### src/rtl/spi_rdy_pkg.sv
package spi_rdy_pkg;
  typedef enum logic [1:0] {M_IDLE, M_LOW, M_HIGH} mst_state_t;

  // Fill level at which the host is held off: three quarters of depth.
  function automatic int fill_limit(input int depth);
    return (depth * 3) / 4;
  endfunction

  // Slave may accept new host data.
  function automatic logic host_may_send(input logic init_ok, input logic is_master,
                                         input int level, input int limit);
    return init_ok && !is_master && (level < limit);
  endfunction
endpackage

### src/rtl/spi_rdy_sync.sv
module spi_rdy_sync #(
  parameter int W = 1,
  parameter int STAGES = 2,
  parameter logic [W-1:0] RST_VAL = '0
) (
  input  logic         clk,
  input  logic         rst_n,
  input  logic [W-1:0] d,
  output logic [W-1:0] q
);
  logic [W-1:0] stage [STAGES];

  always_ff @(posedge clk or negedge rst_n) begin
    if (!rst_n) begin
      for (int i = 0; i < STAGES; i++) stage[i] <= RST_VAL;
    end else begin
      stage[0] <= d;
      for (int i = 1; i < STAGES; i++) stage[i] <= stage[i-1];
    end
  end

  assign q = stage[STAGES-1];
endmodule

### src/rtl/spi_rdy_slave_rx.sv
module spi_rdy_slave_rx #(
  parameter int DW = 8
) (
  input  logic          clk,
  input  logic          rst_n,
  input  logic          en,
  input  logic          sclk,
  input  logic          cs_n,
  input  logic          mosi,
  output logic          byte_done,
  output logic [DW-1:0] byte_out
);
  localparam int CW = $clog2(DW);

  logic          sclk_d;
  logic          sclk_rise;
  logic [CW-1:0] bit_cnt;
  logic [DW-1:0] shreg;

  assign sclk_rise = sclk && !sclk_d;

  always_ff @(posedge clk or negedge rst_n) begin
    if (!rst_n) begin
      sclk_d    <= 1'b0;
      bit_cnt   <= '0;
      shreg     <= '0;
      byte_done <= 1'b0;
      byte_out  <= '0;
    end else begin
      sclk_d    <= sclk;
      byte_done <= 1'b0;
      if (!en || cs_n) begin
        bit_cnt <= '0;
      end else if (sclk_rise) begin
        shreg <= {shreg[DW-2:0], mosi};
        if (bit_cnt == CW'(DW - 1)) begin
          bit_cnt   <= '0;
          byte_done <= 1'b1;
          byte_out  <= {shreg[DW-2:0], mosi};
        end else begin
          bit_cnt <= bit_cnt + 1'b1;
        end
      end
    end
  end
endmodule

### src/rtl/spi_rdy_fifo.sv
module spi_rdy_fifo #(
  parameter int DW = 8,
  parameter int DEPTH = 16
) (
  input  logic                       clk,
  input  logic                       rst_n,
  input  logic                       wr,
  input  logic [DW-1:0]              wdata,
  input  logic                       rd,
  input  logic                       ovf_clr,
  output logic                       rvalid,
  output logic [DW-1:0]              rdata,
  output logic [$clog2(DEPTH+1)-1:0] level,
  output logic                       ovf
);
  localparam int AW = $clog2(DEPTH);
  localparam int LW = $clog2(DEPTH + 1);

  logic [DW-1:0] mem [DEPTH];
  logic [AW-1:0] wptr, rptr;
  logic          pop, full, push;

  assign full   = (level == LW'(DEPTH));
  assign rvalid = (level != '0);
  assign pop    = rd && rvalid;
  assign push   = wr && (!full || pop);
  assign rdata  = mem[rptr];

  always_ff @(posedge clk) begin
    if (push) mem[wptr] <= wdata;
  end

  always_ff @(posedge clk or negedge rst_n) begin
    if (!rst_n) begin
      wptr  <= '0;
      rptr  <= '0;
      level <= '0;
      ovf   <= 1'b0;
    end else begin
      if (push) wptr <= (wptr == AW'(DEPTH - 1)) ? '0 : wptr + 1'b1;
      if (pop)  rptr <= (rptr == AW'(DEPTH - 1)) ? '0 : rptr + 1'b1;
      case ({push, pop})
        2'b10:   level <= level + 1'b1;
        2'b01:   level <= level - 1'b1;
        default: level <= level;
      endcase
      if (wr && !push)  ovf <= 1'b1;
      else if (ovf_clr) ovf <= 1'b0;
    end
  end
endmodule

### src/rtl/spi_rdy_master_tx.sv
module spi_rdy_master_tx #(
  parameter int DW = 8,
  parameter int HALF = 2
) (
  input  logic          clk,
  input  logic          rst_n,
  input  logic          en,
  input  logic          rdy_n,
  input  logic          tx_valid,
  input  logic [DW-1:0] tx_data,
  output logic          tx_accept,
  output logic          sclk_o,
  output logic          cs_n_o,
  output logic          mosi_o
);
  import spi_rdy_pkg::*;
  localparam int CW = $clog2(DW);
  localparam int VW = $clog2(HALF + 1);

  mst_state_t    state;
  logic [VW-1:0] div;
  logic [CW-1:0] bit_cnt;
  logic [DW-1:0] shreg;
  logic          half_done;

  assign tx_accept = (state == M_IDLE) && en && tx_valid && !rdy_n;
  assign half_done = (div == VW'(HALF - 1));
  assign mosi_o    = shreg[DW-1];

  always_ff @(posedge clk or negedge rst_n) begin
    if (!rst_n) begin
      state   <= M_IDLE;
      div     <= '0;
      bit_cnt <= '0;
      shreg   <= '0;
      sclk_o  <= 1'b0;
      cs_n_o  <= 1'b1;
    end else begin
      case (state)
        M_IDLE: begin
          if (tx_accept) begin
            shreg   <= tx_data;
            bit_cnt <= '0;
            div     <= '0;
            cs_n_o  <= 1'b0;
            state   <= M_LOW;
          end
        end
        M_LOW: begin
          div <= half_done ? '0 : div + 1'b1;
          if (half_done) begin
            sclk_o <= 1'b1;
            state  <= M_HIGH;
          end
        end
        M_HIGH: begin
          div <= half_done ? '0 : div + 1'b1;
          if (half_done) begin
            sclk_o <= 1'b0;
            if (bit_cnt == CW'(DW - 1)) begin
              cs_n_o <= 1'b1;
              state  <= M_IDLE;
            end else begin
              bit_cnt <= bit_cnt + 1'b1;
              shreg   <= {shreg[DW-2:0], 1'b0};
              state   <= M_LOW;
            end
          end
        end
        default: state <= M_IDLE;
      endcase
    end
  end
endmodule

### src/rtl/spi_rdy_port.sv
module spi_rdy_port #(
  parameter int DW = 8,
  parameter int DEPTH = 16,
  parameter int HALF = 2
) (
  input  logic          clk,
  input  logic          rst_n,
  input  logic          master_mode,
  input  logic          init_done,
  input  logic          ovf_clr,
  input  logic          spi_sclk_i,
  input  logic          spi_cs_n_i,
  input  logic          spi_mosi_i,
  output logic          spi_sclk_o,
  output logic          spi_cs_n_o,
  output logic          spi_mosi_o,
  input  logic          rdy_n_i,
  output logic          rdy_n_o,
  output logic          rdy_oe,
  input  logic          tx_valid,
  input  logic [DW-1:0] tx_data,
  output logic          tx_accept,
  input  logic          rd_en,
  output logic          rd_valid,
  output logic [DW-1:0] rd_data,
  output logic          overflow
);
  localparam int LW  = $clog2(DEPTH + 1);
  localparam int THR = spi_rdy_pkg::fill_limit(DEPTH);

  logic [LW-1:0] fifo_level;
  logic          rx_done;
  logic [DW-1:0] rx_byte;
  logic          s_sclk, s_cs_n, s_mosi;
  logic          rdy_sync_n;

  spi_rdy_sync #(.W(3), .STAGES(2), .RST_VAL(3'b010)) u_sync_slave (
    .clk(clk), .rst_n(rst_n),
    .d({spi_sclk_i, spi_cs_n_i, spi_mosi_i}),
    .q({s_sclk, s_cs_n, s_mosi})
  );

  spi_rdy_sync #(.W(1), .STAGES(2), .RST_VAL(1'b1)) u_sync_rdy (
    .clk(clk), .rst_n(rst_n), .d(rdy_n_i), .q(rdy_sync_n)
  );

  spi_rdy_slave_rx #(.DW(DW)) u_rx (
    .clk(clk), .rst_n(rst_n), .en(!master_mode),
    .sclk(s_sclk), .cs_n(s_cs_n), .mosi(s_mosi),
    .byte_done(rx_done), .byte_out(rx_byte)
  );

  spi_rdy_fifo #(.DW(DW), .DEPTH(DEPTH)) u_fifo (
    .clk(clk), .rst_n(rst_n), .wr(rx_done), .wdata(rx_byte),
    .rd(rd_en), .ovf_clr(ovf_clr), .rvalid(rd_valid), .rdata(rd_data),
    .level(fifo_level), .ovf(overflow)
  );

  spi_rdy_master_tx #(.DW(DW), .HALF(HALF)) u_tx (
    .clk(clk), .rst_n(rst_n), .en(master_mode), .rdy_n(rdy_sync_n),
    .tx_valid(tx_valid), .tx_data(tx_data), .tx_accept(tx_accept),
    .sclk_o(spi_sclk_o), .cs_n_o(spi_cs_n_o), .mosi_o(spi_mosi_o)
  );

  assign rdy_oe = !master_mode;

  always_ff @(posedge clk or negedge rst_n) begin
    if (!rst_n) rdy_n_o <= 1'b1;
    else        rdy_n_o <= !spi_rdy_pkg::host_may_send(init_done, master_mode,
                                                       int'(fifo_level), THR);
  end
endmodule

### config.mk
export PLATFORM = sky130hd
export DESIGN_NAME = spi_rdy_port
export DESIGN_NICKNAME = d
export VERILOG_FILES = /design/src/rtl/spi_rdy_pkg.sv /design/src/rtl/spi_rdy_sync.sv /design/src/rtl/spi_rdy_slave_rx.sv /design/src/rtl/spi_rdy_fifo.sv /design/src/rtl/spi_rdy_master_tx.sv /design/src/rtl/spi_rdy_port.sv
export SDC_FILE = /design/constraint.sdc
export NUM_CORES = 1
export LEC_CHECK = 0
export ABC_CLOCK_PERIOD_IN_PS = 2400
export BUFFER_PORTS_ARGS = -buffer_cell sky130_fd_sc_hd__buf_2
export CAP_MARGIN = 0
export CORE_UTILIZATION = 55
export CTS_CLUSTER_DIAMETER = 50
export CTS_CLUSTER_SIZE = 30
export DETAILED_ROUTE_END_ITERATION = 10
export PLACE_DENSITY = 0.79
export SETUP_SLACK_MARGIN = 0.05
export SLEW_MARGIN = 0
export SYNTH_ARGS = -nofsm -noshare
export SYNTH_HDL_FRONTEND = slang
export SYNTH_SLANG_ARGS = --single-unit
export TNS_END_PERCENT = 10
### constraint.sdc
create_clock -name clk -period 2.4 [get_ports clk]
set_input_delay 0.12 -clock clk [delete_from_list [all_inputs] [get_ports clk]]
set_output_delay 0.12 -clock clk [all_outputs]
set_load 0.02 [all_outputs]
# After elaboration in Yosys (flattened, before gate mapping)
# Memory sizes are Yosys's and may differ from the RTL's.
# Index checks and enable logic that the tools add are counted.
# word_totals
ff_bits,60
ram_bits,128
inputBits,19
output_inout_bits,16
elab_cells,114
memories,1
# mem_list
name,depth,word_bits,rd,rd_ports_with_merged_regs,wr,line_no,text
u_fifo.mem,16,8,1,0,1,spi_rdy_fifo.sv:19,logic [DW-1:0] mem [DEPTH];
# op_classes
n_addsub,7
magnitude_cmp,1
n_eq_ne,15
n_mux,36
bitwise,1
n_reduce_logical,33
# ops
op,count
$mux 8,3
$mux 3,6
$pmux 8 s2,1
$mux 1,13
$reduce_bool 2->1,6
$mux 2,5
$pmux 5 s2,1
$logic_and 1x1->1,9
$reduce_and 3->1,3
$add 4x1->4 const B,2
$eq 4x4->1 const B,2
$mux 4,2
$reduce_and 4->1,2
$add 3x1->3 const B,2
$eq 2x1->1 const B,3
$eq 3x3->1 const B,2
$logic_not 1->1,6
$ne 2x1->1 const B,3
$pmux 2 s3,1
$pmux 3 s2,1
$add 5x1->5 const B,1
$eq 5x5->1 const B,1
$lt 5x4->1 const B,1
$reduce_bool 5->1,1
other kinds (11),16

# Longest topological paths before layout
# Gate-level depths: netlist (run 1).
# depth
word_depth,7
mapped_depth,7
mapped_depth_nobuf,7

# Modules after synthesis
# Synthesis (run 1) repeated with hierarchy kept, for this count alone.
# hier_totals
cells_unflattened,468
area_unflattened_um2,7948.9
# modules_own_cells
module,instances,cells_per_inst,area_per_inst_um2,seq_area_each_um2
spi_rdy_fifo,1,310,5800.6,4194.0
spi_rdy_master_tx,1,92,1048.5,426.7
spi_rdy_slave_rx,1,50,829.5,500.5
spi_rdy_sync at u_sync_slave,1,9,175.2,152.6
spi_rdy_sync at u_sync_rdy,1,2,52.6,52.6
spi_rdy_port,1,5,42.5,26.3

# Worst setup path before layout (run 1)
# Ideal clock, no wire load.
# synth_path
path_kind,register to register
startpoint,register u_fifo.level[0]
endpoint,register u_fifo.level[4]
setup_ps,132
arrival_ps,2173
t_required_ps,2268
slack_ps,95
stages_incl_launch_ff,8
path_buffers,0
synth_period_minus_slack_ps,2305
cell_sequence,dfrtp_1 > nor4_1 > a21oi_1 > fa_1 > a21o_1 > a21oi_1 > mux2i_1 > o211ai_1
# synth_via
elab_chain_len,6
elab_cells_between_ends,12
classes_between,add/sub: 2; eq/ne: 3; mux: 1; reduce/logical: 6
# synth_lines
item,line_no,text
"start, declared",spi_rdy_fifo.sv:13,"output logic [$clog2(DEPTH+1)-1:0] level,"
"start signal, assigned",spi_rdy_fifo.sv:43,2'b10: level <= level + 1'b1;
"start signal, assigned",spi_rdy_fifo.sv:44,2'b01: level <= level - 1'b1;
"start signal, assigned",spi_rdy_fifo.sv:45,default: level <= level;
$eq 5x5->1 or $reduce_bool 5->1 (tied branches),"spi_rdy_fifo.sv:23, spi_rdy_fifo.sv:24",
$logic_not 1->1 or $logic_and 1x1->1 (tied branches),"spi_rdy_fifo.sv:26, spi_rdy_fifo.sv:25",
$logic_or 1x1->1,spi_rdy_fifo.sv:26,assign push = wr && (!full || pop);
$logic_and 1x1->1,spi_rdy_fifo.sv:26,
$eq 2x1->1 or $eq 2x2->1 (tied branches),spi_rdy_fifo.sv:42,"case ({push, pop})"
$pmux 5 s2 or $reduce_bool 2->1 (tied branches),n/a,
# Several ways; a longest one is shown, not always the timed one.
# A chain may end at the register's enable or synchronous reset.

# Worst setup path after layout (run 1)
# layout_path
startpoint,register u_fifo.rptr[2]
endpoint,output rd_data[3]
# layout_via
elab_chain_len,1
# layout_lines
item,line_no,text
"start, declared",spi_rdy_fifo.sv:20,"logic [AW-1:0] wptr, rptr;"
"start signal, assigned",spi_rdy_fifo.sv:41,if (pop) rptr <= (rptr == AW'(DEPTH - 1)) ? '0 : rptr + 1'b1;
$mem_v2 16x8,n/a,
"end, declared",spi_rdy_port.sv:25,"output logic [DW-1:0] rd_data,"
# No other way between the ends.

==> impl_results.md, run 1 <==
* Initial DRT Pass Iterations at 5
* Final hold vios at 0
* Cell taking the most area after synthesis: edfxtp_1
* Fin Clk Skew at 0.00921 ns
* Chip width at 120 µm
* Critical Path RT at between 2 and 2.5 ns
* Vias per cell at 5.95
* Crit path launch type: register
* Slew margin rel. at a little over two fifths
* Largest delay share family, worst path: compound AO/OA/AOI/OAI gates
* Root Driver: clkbuf_16
* Starting density of the core at 57.2%
* Total global-route track usage at 22.1%
* Max-Cap Viols at 0
* Yosys top cell area share at 49.9%
* Post-synth net total at 516
* F_max at approximately 0.42 GHz
* IO Port Bufs at 34
* Initial antenna violation count at 0
* Largest net degree at the start of global routing at 36
* Pwr per Cell Area at roughly 1000 nW/µm²
* Syn avg cell area at between 15 and 20 µm²
* H-tree depth at 4
* CP Class: register to primary output
* DP Area at between 8000 and 9000 µm²
* Initial DRC count at 392
* Clock sink count at 188
* Cells after Synth at 480
* First-pass GRT wire length at around 24,000 µm
* Routed WL per cell at 20.0 µm
* VDD IR max at about 0.0007 V
* Overall routed net length at 14,700 µm
* YS warnings at 0
* Antenna-violating nets left at 0
* Period utilization at 98.4%
* WP depth at 6
* Number of global-route vias before repair at 4,426
* Worst Path Arrival at about 2.2 ns
* Ant diodes at 0
* Clock transition at path regs at 0.06 ns
* Mapped Area at approximately 7700 µm²
* Critical Path Sink Type: primary output
* Ports at 35
* Register-to-Register Path Depth at 6
* Via count at 4,353
* Post-synth EDFFs at 128
* Worst path slowest cell: a221oi_1
* Main synth FF type: edfxtp_1
* Row cnt at 42
* Pwr Total at approximately 9.3 mW
* CTS tree: yes
* Clock Path Buffers at 2
* Synth-to-Final Area Change at 15.7%
* Die area at 14,500 µm²
* Critical path, cell by cell: buf_4 -> and2_2 -> a221oi_1 -> o21ai_0 -> nand2_1 -> buf_2
* Final Setup Violations at 0
* Ys async rst share at 31.9%
* Outcome: finished, final reports clean
* Max incr delay on CP at between 0.5 and 0.6 ns
* Hold WS at 0.00510 ns
* Worst-Skew Late Latency at approximately 0.44 ns
* Final min period at 2.36 ns
* Leakage at 3.45 nW
* Post-synth cell types at approximately 50
* Fin util at 66.2%
* CORE AREA at 13,500 µm²
* Hold depth at 3
* Top post-synthesis cells by area: edfxtp_1 (50%), dfrtp_1 (18%), mux2i_1 (6.0%), mux4_2 (4.7%), ha_1 (2.6%)
* Layout cells sized above 1 at 24.1%
* CTS buffer count at 17
* Setup TNS at 0 ns
* Seq cells post-synth at roughly 190
* Actual slew at the worst max-slew pin at 0.845 ns
* Final net count at 579
* Slew Limit Fails at 0
* Gr ovfl total at 0
* CP Buf/Inv Count at 2
* Final instance area at 8910 µm²
* DP Wirelength at between 9000 and 10,000 µm
* DRC viols at 0
* Register area share after synthesis at just under 70%
* RSZ-0062 raised after global routing: true
* Placer Congestion at roughly 0.81
* Crit Path Max Fanout at 16
* Die Ht at 120 µm
* Hold Crit Class: input port to register
==> where the power goes <==
part,total [mW],leakage (nW),internal [mW],switching [mW]
sequential,3.90,1.97,3.68,0.217
combinational,2.78,1.23,1.22,1.56
clock,2.61,0.250,1.42,1.20
total,9.29,3.45,6.32,2.98
==> synth_stat cells (2+ instances only) <==
master and instances:
clkbuf_1 10, buf_2 8, a22o_1 2, nor3_1 9
a22oi_1 8, o211ai_1 2, dfstp_2 6, inv_1 13
o21ai_0 16, dfrtp_1 54, mux4_2 16, nor2_1 22
a21oi_1 18, mux2i_1 46, mux2_2 17, xnor2_1 4
mux2_1 3, a21o_1 3, buf_1 2, nand2_1 22
ha_1 16, edfxtp_1 128, nand3_1 3, a221oi_1 16
nor2b_1 4, nand2b_1 6, o21a_1 2
==> tightest hold or removal path, cell delays in order <==
cell and delay (ns):
buf_2 0.08, mux2i_1 0.06, a21oi_1 0.14
==> layout make-up <==
class	instances	area, µm²
tap	176	220
sequential	188	5350
clock buffer	17	425
timing repair buffer	64	465
fill	947	4550
clock inverter	15	121
inverter	13	48.8
multi-input combinational	259	2270
==> per-layer routing <==
| metal | GRT usage, % | up-vias | wire length, µm |
|---|---|---|---|
| met5 | 0 | - | 0 |
| met4 | 9.65 | 0 | 361 |
| met3 | 5.47 | 32 | 803 |
| met2 | 35.7 | 140 | 7390 |
| met1 | 28.6 | 2207 | 6120 |
| li1 | - | 1974 | - |
==> state kept, by name, indices dropped and copies added, names as in the netlist <==
signal,count
u_tx.div,2
u_tx.bit_cnt,3
u_sync_slave.stage,3
u_fifo.rptr,4
u_rx.shreg,7
u_tx.shreg,8
u_rx.bit_cnt,3
u_fifo.ovf,1
u_fifo.mem,128
u_rx.byte_done,1
u_sync_rdy.stage,1
u_rx.byte_out,8
u_sync_slave.q,3
u_tx.cs_n_o,1
u_tx.sclk_o,1
u_fifo.wptr,4
u_rx.sclk_d,1
u_tx.state,2
rdy_n_o,1
u_fifo.level,5
u_sync_rdy.q,1
==> what timing repair did <==
item                                   CTS  global route
gates resized for setup                  6             7
endpoints found under the hold margin   38             0
buffers inserted                         0             0
setup endpoints to repair               25            34
cloned                                   0             0
hold buffers                            13             0
==> cells in the final DEF, fill, tap and decap left out, types with 4 or more instances in the layout <==
cell           instances
edfxtp_1             128
dfrtp_1               53
mux2i_1               46
buf_2                 34
nand2_1               22
nor2_1                21
mux2_2                17
clkbuf_16             17
mux4_2                16
o21ai_0               16
a21oi_1               16
ha_1                  16
a221oi_1              14
buf_4                 14
inv_1                 13
dlygate4sd3_1         13
a22oi_1                8
nand2b_1               6
dfstp_2                6
nor3_1                 5
clkinv_1               5
clkinvlp_4             5
nor3_2                 4
xnor2_1                4
==> metrics by stage <==
stage	setup slack, ns	cells
5_1_grt	-0.0757	732
6_report	0.0383	732
4_1_cts	0.0816	732
3_3_place_gp	0.0896	687
3_5_place_dp	-0.0201	687
2_1_floorplan	0.0947	480
==> final timing paths <==
check / slack, ns / end / start
max: 0.04 / rd_data[3] / u_fifo.rptr[2]
min: 0.005 / u_tx.shreg[5] / tx_data[5]
max reg2reg: 0.17 / u_fifo.mem[15][2] / u_fifo.level[0]
min reg2reg: 0.35 / u_sync_slave.q[2] / u_sync_slave.stage[5]
max in group asynchronous: 1.47 / rdy_n_o / rst_n
min in group asynchronous: 0.25 / u_tx.sclk_o / rst_n
==> cells by family (layout without fill, tap and decap cells) <==
family / after synthesis / in the layout / synth area share [%]
mux: 82 / 82 / 13.6
fa+ha+maj: 17 / 17 / 2.86
buf+inv: 33 / 109 / 1.74
xor+xnor: 5 / 5 / 0.569
flops: 188 / 188 / 69.5
compound gates: 79 / 79 / 6.97
simple gates: 76 / 76 / 4.76
(Power assumes the default switching activity.)
==> inputs of run 2 (changes only) <==
--- a/config.mk
+++ b/config.mk
@@ -6,7 +6,7 @@
 export NUM_CORES = 1
 export LEC_CHECK = 0
 export ABC_CLOCK_PERIOD_IN_PS = 2400
-export BUFFER_PORTS_ARGS = -buffer_cell sky130_fd_sc_hd__buf_2
+export BUFFER_PORTS_ARGS = -buffer_cell sky130_fd_sc_hd__buf_4
 export CAP_MARGIN = 0
 export CORE_UTILIZATION = 55
 export CTS_CLUSTER_DIAMETER = 50
==> run 2 against run 1 <==
  * Cell count shrank 0.14%
  * Setup slack improved by 0.080 ns
  * Core utilization increased by 0.80 points
  * Wire length fell by 1.5%
  * Clock skew is 0.0044 ns lower
  * Fmax rose by 3.5%
  * Flip-flop and latch count did not move
  * Critical endpoint is now rd_data[1]
  * Largest power group unchanged
==> impl_results.md, run 2 (same netlist as run 1, synthesis figures left out) <==
* Final Setup Violations at 0
* Hold Crit Class: input port to register
* Postcts setup bufs at 0
* Die Ht at 120 µm
* Setup TNS at 0 ns
* Gr ovfl total at 0
* Net Sw Frac at 31.3%
* Final hold vios at 0
* Total global-route track usage at 21.8%
* Clock transition at path regs at 0.07 ns
* Clock Path Buffers at 2
* Row cnt at 42
* Initial antenna violation count at 0
* Multi-input logic area at between 2000 and 2500 µm²
* Fin Clk Skew at 0.00486 ns
* Final net count at 579
* First-pass GRT wire length at 23,100 µm
* Final instance area at ~9000 µm²
* Period utilization at 95.1%
* DRC viols at 0
* IO Port Bufs at 34
* Pwr Total at ~9.5 mW
* Clock sink count at 188
* DP Area at 8230 µm²
* Largest net degree at the start of global routing at 61
* Fillers at 924
* Worst Path Arrival at 2.16 ns
* Pwr per Cell Area at 1060 nW/µm²
* CTS tree: yes
* Vias per cell at 6.00
* Pint at between 6 and 7 mW
* Ant diodes at 0
* Critical Path RT at 2.28 ns
* Actual slew at the worst max-slew pin at between 0.7 and 0.8 ns
* Hold WS at 0.00565 ns
* Initial DRC count at roughly 440
* Outcome: finished, final reports clean
* Layout cells sized above 1 at 24.9%
* Comb power frac at between 30 and 40%
* Chip width at 120 µm
* Overall routed net length at 14,400 µm
* VDD IR max at approximately 0.00067 V
* Regs by FF count: u_fifo.mem x128, u_rx.byte_out x8, u_tx.shreg x8
* Placer Congestion at about 0.85
* CP Class: register to primary output
* Initial DRT Pass Iterations at 5
* Slew Limit Fails at 0
* Slew margin rel. at 46.6%
* Ports at 35
* Starting density of the core at 57.2%
* Reg power frac at 41.0%
* F_max at 0.438 GHz
* NetSw at 2.98 mW
* Number of global-route vias before repair at 4,384
* Root Driver: clkbuf_16
* Die area at around 14,000 µm²
* Crit Path Max Fanout at 31
* RSZ-0062 raised after global routing: false
* Max reg flops at 128
* Commonest non-fill, non-tap cell in the layout: edfxtp_1
* Final min period at 2.28 ns
* Clock network power share at 28.5%
* Max-Cap Viols at 0
* Register bank with the most flops: u_fifo.mem
* DP Wirelength at a little over 9000 µm
* Antenna-violating nets left at 0
* Register Area at 5360 µm²
* Crit path launch type: register
* H-tree depth at 4
* Synth-to-Final Area Change at 17.1%
* CTS buffer count at 17
* CORE AREA at 13,500 µm²
* Most frequent cells in the layout: edfxtp_1 (128), dfrtp_1 (52), buf_4 (49), mux2i_1 (46)
* Leakage at 3.49 nW
* Critical Path Sink Type: primary output
* Routed WL per cell at 19.8 µm
* Via count at 4,387
* Worst-Skew Late Latency at 0.43 ns
==> run 2: critical path, cell delays in order, from the launching register on <==
cell and delay (ns):
dfrtp_2 0.44, buf_12 0.19, mux2i_1 0.16, a221oi_1 0.54
o21ai_0 0.15, nand2_1 0.10, buf_4 0.14
==> run 2: metrics by stage <==
stage,worst slack (ns),std cells,util [%]
4_1_cts,0.0337,731,66.6
5_1_grt,0.0549,731,67.0
3_3_place_gp,0.102,687,61.2
6_report,0.118,731,67.0
2_1_floorplan,0.0947,480,-
3_5_place_dp,-0.00246,687,61.2
==> run 2: power by group through the flow <==
stage / sequential (mW) / combinational [mW] / clock (mW)
floorplan: 3.92 / 1.94 / 0
global placement: 3.92 / 2.69 / 0
detailed placement: 3.94 / 2.77 / 0
CTS: 3.89 / 2.85 / 2.72
global route: 3.93 / 3.18 / 2.84
finish: 3.90 / 2.91 / 2.71
==> run 2: repair_timing <==
action | CTS | global route
hold buffers | 13 | 0
endpoints found under the hold margin | 68 | 0
resized for setup | 7 | 12
setup endpoints to repair | 9 | 41
pin swaps | 0 | 0
==> run 2: final cells by class <==
class	instances	area share, %
tap	176	2.44
clock inverter	13	1.55
inverter	13	0.541
sequential	188	59.4
timing repair buffer	64	5.97
multi-input combinational	259	25.3
clock buffer	18	4.76
==> run 2: routing by layer <==
| layer | wire length (µm) | vias up | GRT usage (%) |
|---|---|---|---|
| li1 | - | 1974 | - |
| met1 | 5890 | 2227 | 27.9 |
| met2 | 7500 | 165 | 36.8 |
| met3 | 769 | 21 | 4.72 |
| met4 | 280 | 0 | 8.26 |
| met5 | 0 | - | 0 |
==> run 2: final timing paths <==
| path | startpoint | to | depth (start not counted) | slack, ns |
|---|---|---|---|---|
| worst max-delay path | u_fifo.rptr[0] | rd_data[1] | 6 | 0.12 |
| worst min-delay path | tx_data[4] | u_tx.shreg[4] | 3 | 0.006 |
| worst max register to register | u_fifo.level[2] | u_fifo.level[4] | 7 | 0.21 |
| worst min register to register | u_sync_slave.stage[3] | u_sync_slave.q[0] | 0 | 0.35 |
| max in group asynchronous | rst_n | u_fifo.rptr[0] | 2 | 1.54 |
| min in group asynchronous | rst_n | u_tx.shreg[0] | 2 | 0.30 |
